==> src/rtl/serial_rx_pkg.sv <==
package serial_rx_pkg;

  // Offsets of the framing controls above the divisor field.
  localparam int PEN_OFS = 0;
  localparam int ODD_OFS = 1;
  localparam int TWO_OFS = 2;
  localparam int CTRL_W  = 3;

  typedef enum logic [2:0] {
    ST_IDLE,
    ST_START,
    ST_DATA,
    ST_PAR,
    ST_STOP1,
    ST_STOP2
  } rx_state_t;

endpackage

==> src/rtl/rx_line_sync.sv <==
module rx_line_sync #(
  parameter int  STAGES    = 2,
  parameter logic RESET_VAL = 1'b1
) (
  input  logic clk,
  input  logic rst,
  input  logic d_async,
  output logic q_sync
);
  logic [STAGES-1:0] chain;

  always_ff @(posedge clk) begin
    if (rst) chain <= {STAGES{RESET_VAL}};
    else     chain <= {chain[STAGES-2:0], d_async};
  end

  assign q_sync = chain[STAGES-1];
endmodule

==> src/rtl/rx_bit_timer.sv <==
module rx_bit_timer #(
  parameter int DIV_W = 16
) (
  input  logic             clk,
  input  logic             rst,
  input  logic             restart,
  input  logic             half,
  input  logic [DIV_W-1:0] div,
  output logic             tick
);
  logic [DIV_W-1:0] cnt;
  logic [DIV_W-1:0] lim;

  // Half a period to reach the start-bit centre, a full period afterwards.
  assign lim  = half ? (div >> 1) : (div - 1'b1);
  assign tick = (cnt == lim);

  always_ff @(posedge clk) begin
    if (rst || restart) cnt <= '0;
    else if (tick)      cnt <= '0;
    else                cnt <= cnt + 1'b1;
  end
endmodule

==> src/rtl/rx_parity_check.sv <==
module rx_parity_check #(
  parameter int DATA_W = 8
) (
  input  logic [DATA_W-1:0] data,
  input  logic              enable,
  input  logic              odd,
  input  logic              rx_bit,
  output logic              mismatch
);
  logic expected;

  // Even: the bit balances the ones count to even; odd adds one inversion.
  assign expected = (^data) ^ odd;
  assign mismatch = enable && (rx_bit != expected);
endmodule

==> src/rtl/serial_frame_rx.sv <==
module serial_frame_rx
  import serial_rx_pkg::*;
#(
  parameter int DATA_W      = 8,
  parameter int DIV_W       = 16,
  parameter int SYNC_STAGES = 2,
  localparam int SETUP_W    = DIV_W + CTRL_W
) (
  input  logic               clk,
  input  logic               rst,
  input  logic               rx_line,
  input  logic [SETUP_W-1:0] setup_word,
  output logic [DATA_W-1:0]  rx_data,
  output logic               rx_valid,
  output logic               parity_err,
  output logic               frame_err
);
  localparam int IDX_W = (DATA_W > 1) ? $clog2(DATA_W) : 1;

  rx_state_t        state;
  logic             line_s;
  logic             tick;
  logic [DIV_W-1:0] div_q;
  logic             pen_q, odd_q, two_q;
  logic [DATA_W-1:0] shreg;
  logic [IDX_W-1:0] idx;
  logic             par_q;
  logic             ferr_q;
  logic             par_mis;

  rx_line_sync #(.STAGES(SYNC_STAGES), .RESET_VAL(1'b1)) u_sync (
    .clk(clk), .rst(rst), .d_async(rx_line), .q_sync(line_s)
  );

  rx_bit_timer #(.DIV_W(DIV_W)) u_timer (
    .clk(clk), .rst(rst),
    .restart(state == ST_IDLE),
    .half(state == ST_START),
    .div(div_q),
    .tick(tick)
  );

  rx_parity_check #(.DATA_W(DATA_W)) u_par (
    .data(shreg), .enable(pen_q), .odd(odd_q), .rx_bit(par_q),
    .mismatch(par_mis)
  );

  always_ff @(posedge clk) begin
    if (rst) begin
      state      <= ST_IDLE;
      div_q      <= '0;
      pen_q      <= 1'b0;
      odd_q      <= 1'b0;
      two_q      <= 1'b0;
      shreg      <= '0;
      idx        <= '0;
      par_q      <= 1'b0;
      ferr_q     <= 1'b0;
      rx_data    <= '0;
      rx_valid   <= 1'b0;
      parity_err <= 1'b0;
      frame_err  <= 1'b0;
    end else begin
      rx_valid   <= 1'b0;
      parity_err <= 1'b0;
      frame_err  <= 1'b0;
      unique case (state)
        ST_IDLE: begin
          if (!line_s) begin
            div_q <= setup_word[DIV_W-1:0];
            pen_q <= setup_word[DIV_W+PEN_OFS];
            odd_q <= setup_word[DIV_W+ODD_OFS];
            two_q <= setup_word[DIV_W+TWO_OFS];
            state <= ST_START;
          end
        end
        ST_START: if (tick) begin
          idx   <= '0;
          state <= line_s ? ST_IDLE : ST_DATA;
        end
        ST_DATA: if (tick) begin
          shreg <= {line_s, shreg[DATA_W-1:1]};
          idx   <= idx + 1'b1;
          if (idx == IDX_W'(DATA_W-1)) state <= pen_q ? ST_PAR : ST_STOP1;
        end
        ST_PAR: if (tick) begin
          par_q <= line_s;
          state <= ST_STOP1;
        end
        ST_STOP1: if (tick) begin
          if (two_q) begin
            ferr_q <= !line_s;
            state  <= ST_STOP2;
          end else begin
            rx_valid   <= 1'b1;
            rx_data    <= shreg;
            parity_err <= par_mis;
            frame_err  <= !line_s;
            state      <= ST_IDLE;
          end
        end
        ST_STOP2: if (tick) begin
          rx_valid   <= 1'b1;
          rx_data    <= shreg;
          parity_err <= par_mis;
          frame_err  <= ferr_q || !line_s;
          state      <= ST_IDLE;
        end
        default: state <= ST_IDLE;
      endcase
    end
  end
endmodule

==> config.mk <==
export PLATFORM = sky130hd
export DESIGN_NAME = serial_frame_rx
export DESIGN_NICKNAME = d
export VERILOG_FILES = /design/src/rtl/serial_rx_pkg.sv /design/src/rtl/rx_line_sync.sv /design/src/rtl/rx_bit_timer.sv /design/src/rtl/rx_parity_check.sv /design/src/rtl/serial_frame_rx.sv
export SDC_FILE = /design/constraint.sdc
export NUM_CORES = 1
export LEC_CHECK = 0
export CORE_AREA = 2 2 79 81
export CTS_CLUSTER_SIZE = 16
export DETAILED_ROUTE_END_ITERATION = 6
export DIE_AREA = 0 0 81 83
export MAX_ROUTING_LAYER = met4
export PLACE_DENSITY = 0.8
export SLEW_MARGIN = 20
export SYNTH_ARGS = -nofsm -noshare
export SYNTH_HDL_FRONTEND = slang
export SYNTH_SLANG_ARGS = --single-unit
==> constraint.sdc <==
create_clock -name clk -period 7.8 [get_ports clk]
set_input_delay 1.17 -clock clk [delete_from_list [all_inputs] [get_ports clk]]
set_output_delay 1.17 -clock clk [all_outputs]
set_load 0.02 [all_outputs]
==> flow_metrics.env <==
export IMPL_outcome="complete, no violations"
export IMPL_clock_fmax_mhz=268
export IMPL_r2r_start="state[0]"
export IMPL_syn_area_per_cell_um2=7.94
export IMPL_multi_input_area_um2=2100
export IMPL_setup_tns_final_ps=0
export IMPL_synth_main_ff_cell="dfxtp_1"
export IMPL_hp_start="u_sync.chain[0]"
export IMPL_final_hold_violation_count=0
export IMPL_yosys_cell_types_count=54
export IMPL_yosysWarnings=0
export IMPL_cts_clk_slew_worst_paths_ps=70
export IMPL_synth_area_um2=3530
export IMPL_synthArstFlopShare=0
export IMPL_vias=3268
export IMPL_place_congestion=0.936
export IMPL_cts_hold_fix_buffers=0
export IMPL_rows=28
export IMPL_met1_usage=0.333
export IMPL_wl_um=8540
export IMPL_synth_yosys_seq_area_share=0.362
export IMPL_cp_max_fo=21
export IMPL_insertion_delay_ps=360
export IMPL_dr_pass1_iters=5
export IMPL_seq_area_um2=1280
export IMPL_tritoncts="yes"
export IMPL_reg2reg_depth=9
export IMPL_cp_required_ps=8020
export IMPL_postCtsSetupBuffers=0
export IMPL_grt_total_usage=0.275
export IMPL_port_buffers=32
export IMPL_p_sw_mw=0.209
export IMPL_seqPwrFrac=0.440
export IMPL_synth_nets=471
export IMPL_setup_viol=0
export IMPL_reg2reg_slack_ps=4070
export IMPL_wl_per_cell_um=15.9
export IMPL_layout_nets=484
export IMPL_io_pins=33
export IMPL_clock_sinks=64
export IMPL_hold_end="u_sync.chain[1]"
export IMPL_fp_dieH_um=83
export IMPL_grt_pass1_wl_um=14300
export IMPL_synth_cells=445
export IMPL_worstPathCellList="or3b_1 > mux2i_1 > xnor2_1 > nor4_1 > nand4bb_1 > nor4_2 > buf_4 > or3_1 > nor2_1"
export IMPL_maxCapViolations=0
export IMPL_h_tree_depth=3
export IMPL_ir_worst_vdd_uv=116
export IMPL_synthTopCellsByCount="dfxtp_1, nand2_1, a21oi_1"
export IMPL_die_area_um2=6720
export IMPL_slew_violations=0
export IMPL_maxSlewHeadroom=0.397
export IMPL_yosysMostFrequentCell="dfxtp_1"
export IMPL_internal_power_mw=0.571
export IMPL_fin_total_pwr_mw=0.779
export IMPL_grt_antenna_before_repair=0
export IMPL_cts_resized_gates=0
export IMPL_finalCriticalPeriod_ps=3730
export IMPL_synth_edf_count=0
export IMPL_arrival_ps=3950
export IMPL_combPwrFrac=0.140
export IMPL_clock_skew_ps=10.2
export IMPL_r2r_end="u_timer.cnt[3]"
export IMPL_grt_busiest_layer="met2"
export IMPL_drt_iter0_drc=205
export IMPL_coreArea_um2=5820
export IMPL_root_buffer="clkbuf_8"
export IMPL_grt_pass1_vias=3116
export IMPL_initial_core_util=0.608
export IMPL_synth_top_area_cell="dfxtp_1"
export IMPL_synth_seq_cells=64
export IMPL_fp_dieW_um=81
export IMPL_worstSetupPathType="reg -> reg"
export IMPL_ant_nets=0
export IMPL_min_path_cells=1
export IMPL_p_sw_frac=0.268
export IMPL_setup_worst_path_start_class="register"
export IMPL_grt_overflow=0
export IMPL_hold_path_class="reg -> reg"
export IMPL_finalCritPeriodShare=0.478
export IMPL_n_antenna_cell=0
export IMPL_clock_power_share=0.420
export IMPL_use_met2=0.429
export IMPL_cts_buffers=9
export IMPL_syn_to_final_growth_pct=15.4
export IMPL_synth_top_area_frac=0.362
export IMPL_use_met3=0.0478
export IMPL_cts_buffer_depth=2
export IMPL_cpMaxStageDelayCell="dfxtp_1"
export IMPL_yosys_top_cells_area="dfxtp_1, xnor2_1, a21oi_1"
export IMPL_rsz0062_at_grt="false"
export IMPL_layout_drive_gt1_share=0.0691
export IMPL_tightest_slew_ps=904
export IMPL_grt_max_degree=51
export IMPL_drc=0
export IMPL_leakagePower_nw=1.39
export IMPL_dp_hpwl_um=6030
export IMPL_critPathCaptureType="register"
export IMPL_vias_per_cell=6.07
export IMPL_max_stage_delay_ps=640
export IMPL_fill_cells=477
export IMPL_p_per_area_nw_per_um2=191
[metrics by stage]
stage / hold WS [ps] / area, µm² / cells / setup slack (ps) / utilization
after global routing: 426 / 4080 / 538 / 3880 / 0.702
after CTS: 420 / 4080 / 538 / 4170 / 0.702
after detailed placement: 403 / 3850 / 522 / 4190 / 0.662
after global placement: 392 / 3850 / 522 / 4390 / 0.662
after floorplan: 389 / 3530 / 445 / 4680 / -
final: 415 / 4080 / 538 / 4070 / 0.702
[worst max-delay path, delay by kind of cell, from the launching register on]
kind	cells	cell delay (ps)
xor+xnor	1	100
mux	1	290
flops	1	640
simple gates	6	2270
buf+inv	1	290
[sequential cells by signal, indices dropped and copies added, names as in the netlist, 2 cells and up]
register      count
div_q            16
state             3
u_timer.cnt      16
shreg             8
rx_data           8
u_sync.chain      2
idx               3
[cells in the final DEF (no fill, tap or decap), drive strengths merged, types with 2 or more instances in the layout]
cell type / Yosys / final
mux2i: 2 / 2
a31oi: 4 / 4
or2: 3 / 3
clkbuf: 27 / 10
nand2: 50 / 50
nor2b: 6 / 6
or3: 6 / 6
or4: 7 / 7
o21ai: 22 / 22
nor2: 35 / 35
a211oi: 5 / 5
ha: 4 / 4
a21oi: 47 / 47
and3: 4 / 4
nand3: 28 / 28
nor4: 9 / 9
buf: 7 / 4
clkdlybuf4s50: 0 / 32
nor3: 8 / 8
clkinv: 0 / 3
dfxtp: 64 / 64
inv: 8 / 9
nand3b: 2 / 2
o311ai: 2 / 2
nand2b: 6 / 6
nor4b: 3 / 3
bufinv: 0 / 2
o31ai: 5 / 5
o41ai: 5 / 5
o31a: 3 / 3
nand4: 9 / 9
xnor2: 29 / 29
xor2: 17 / 17
nor3b: 3 / 3
o211ai: 2 / 2
[routing by layer]
metal,vias to the layer above,part of all wire
li1,1612,-
met1,1507,0.44
met2,118,0.47
met3,31,0.058
met4,0,0.031
met5,-,0
[power by group through the flow]
stage               clock [mW]  combinational (mW)  sequential, mW
finish                   0.327               0.109           0.343
global route             0.344               0.120           0.343
CTS                      0.329               0.108           0.342
detailed placement           0               0.107           0.350
global placement             0               0.105           0.350
floorplan                    0              0.0855           0.343
[area by class of cell]
type / instances / share of cell area
repair buffers: 36 / 0.0859
flip-flops and latches: 64 / 0.314
well taps: 75 / 0.0230
clock inverters: 6 / 0.0224
clock buffers: 10 / 0.0337
inverters: 8 / 0.00736
multi-input cells: 339 / 0.514
[logic make-up after synthesis]
| family | count (synthesis) | share of synthesized area |
|---|---|---|
| compound gates | 102 | 0.186 |
| xor+xnor | 46 | 0.114 |
| fa+ha+maj | 4 | 0.0142 |
| buf+inv | 42 | 0.0481 |
| flops | 64 | 0.362 |
| mux | 3 | 0.00885 |
| simple gates | 184 | 0.267 |
[how the worst max path moves through the flow]
stage | to | depth (start not counted) | slack, ps | from
4_1_cts | u_timer.cnt[3] | 9 | 4170 | state[0]
6_report | u_timer.cnt[3] | 9 | 4070 | state[0]
3_3_place_gp | u_timer.cnt[6] | 9 | 4390 | div_q[2]
3_5_place_dp | u_timer.cnt[3] | 9 | 4190 | state[0]
5_1_grt | u_timer.cnt[3] | 9 | 3880 | state[0]
2_1_floorplan | state[0] | 9 | 4680 | div_q[5]
Power figures use the tool's default switching activity.
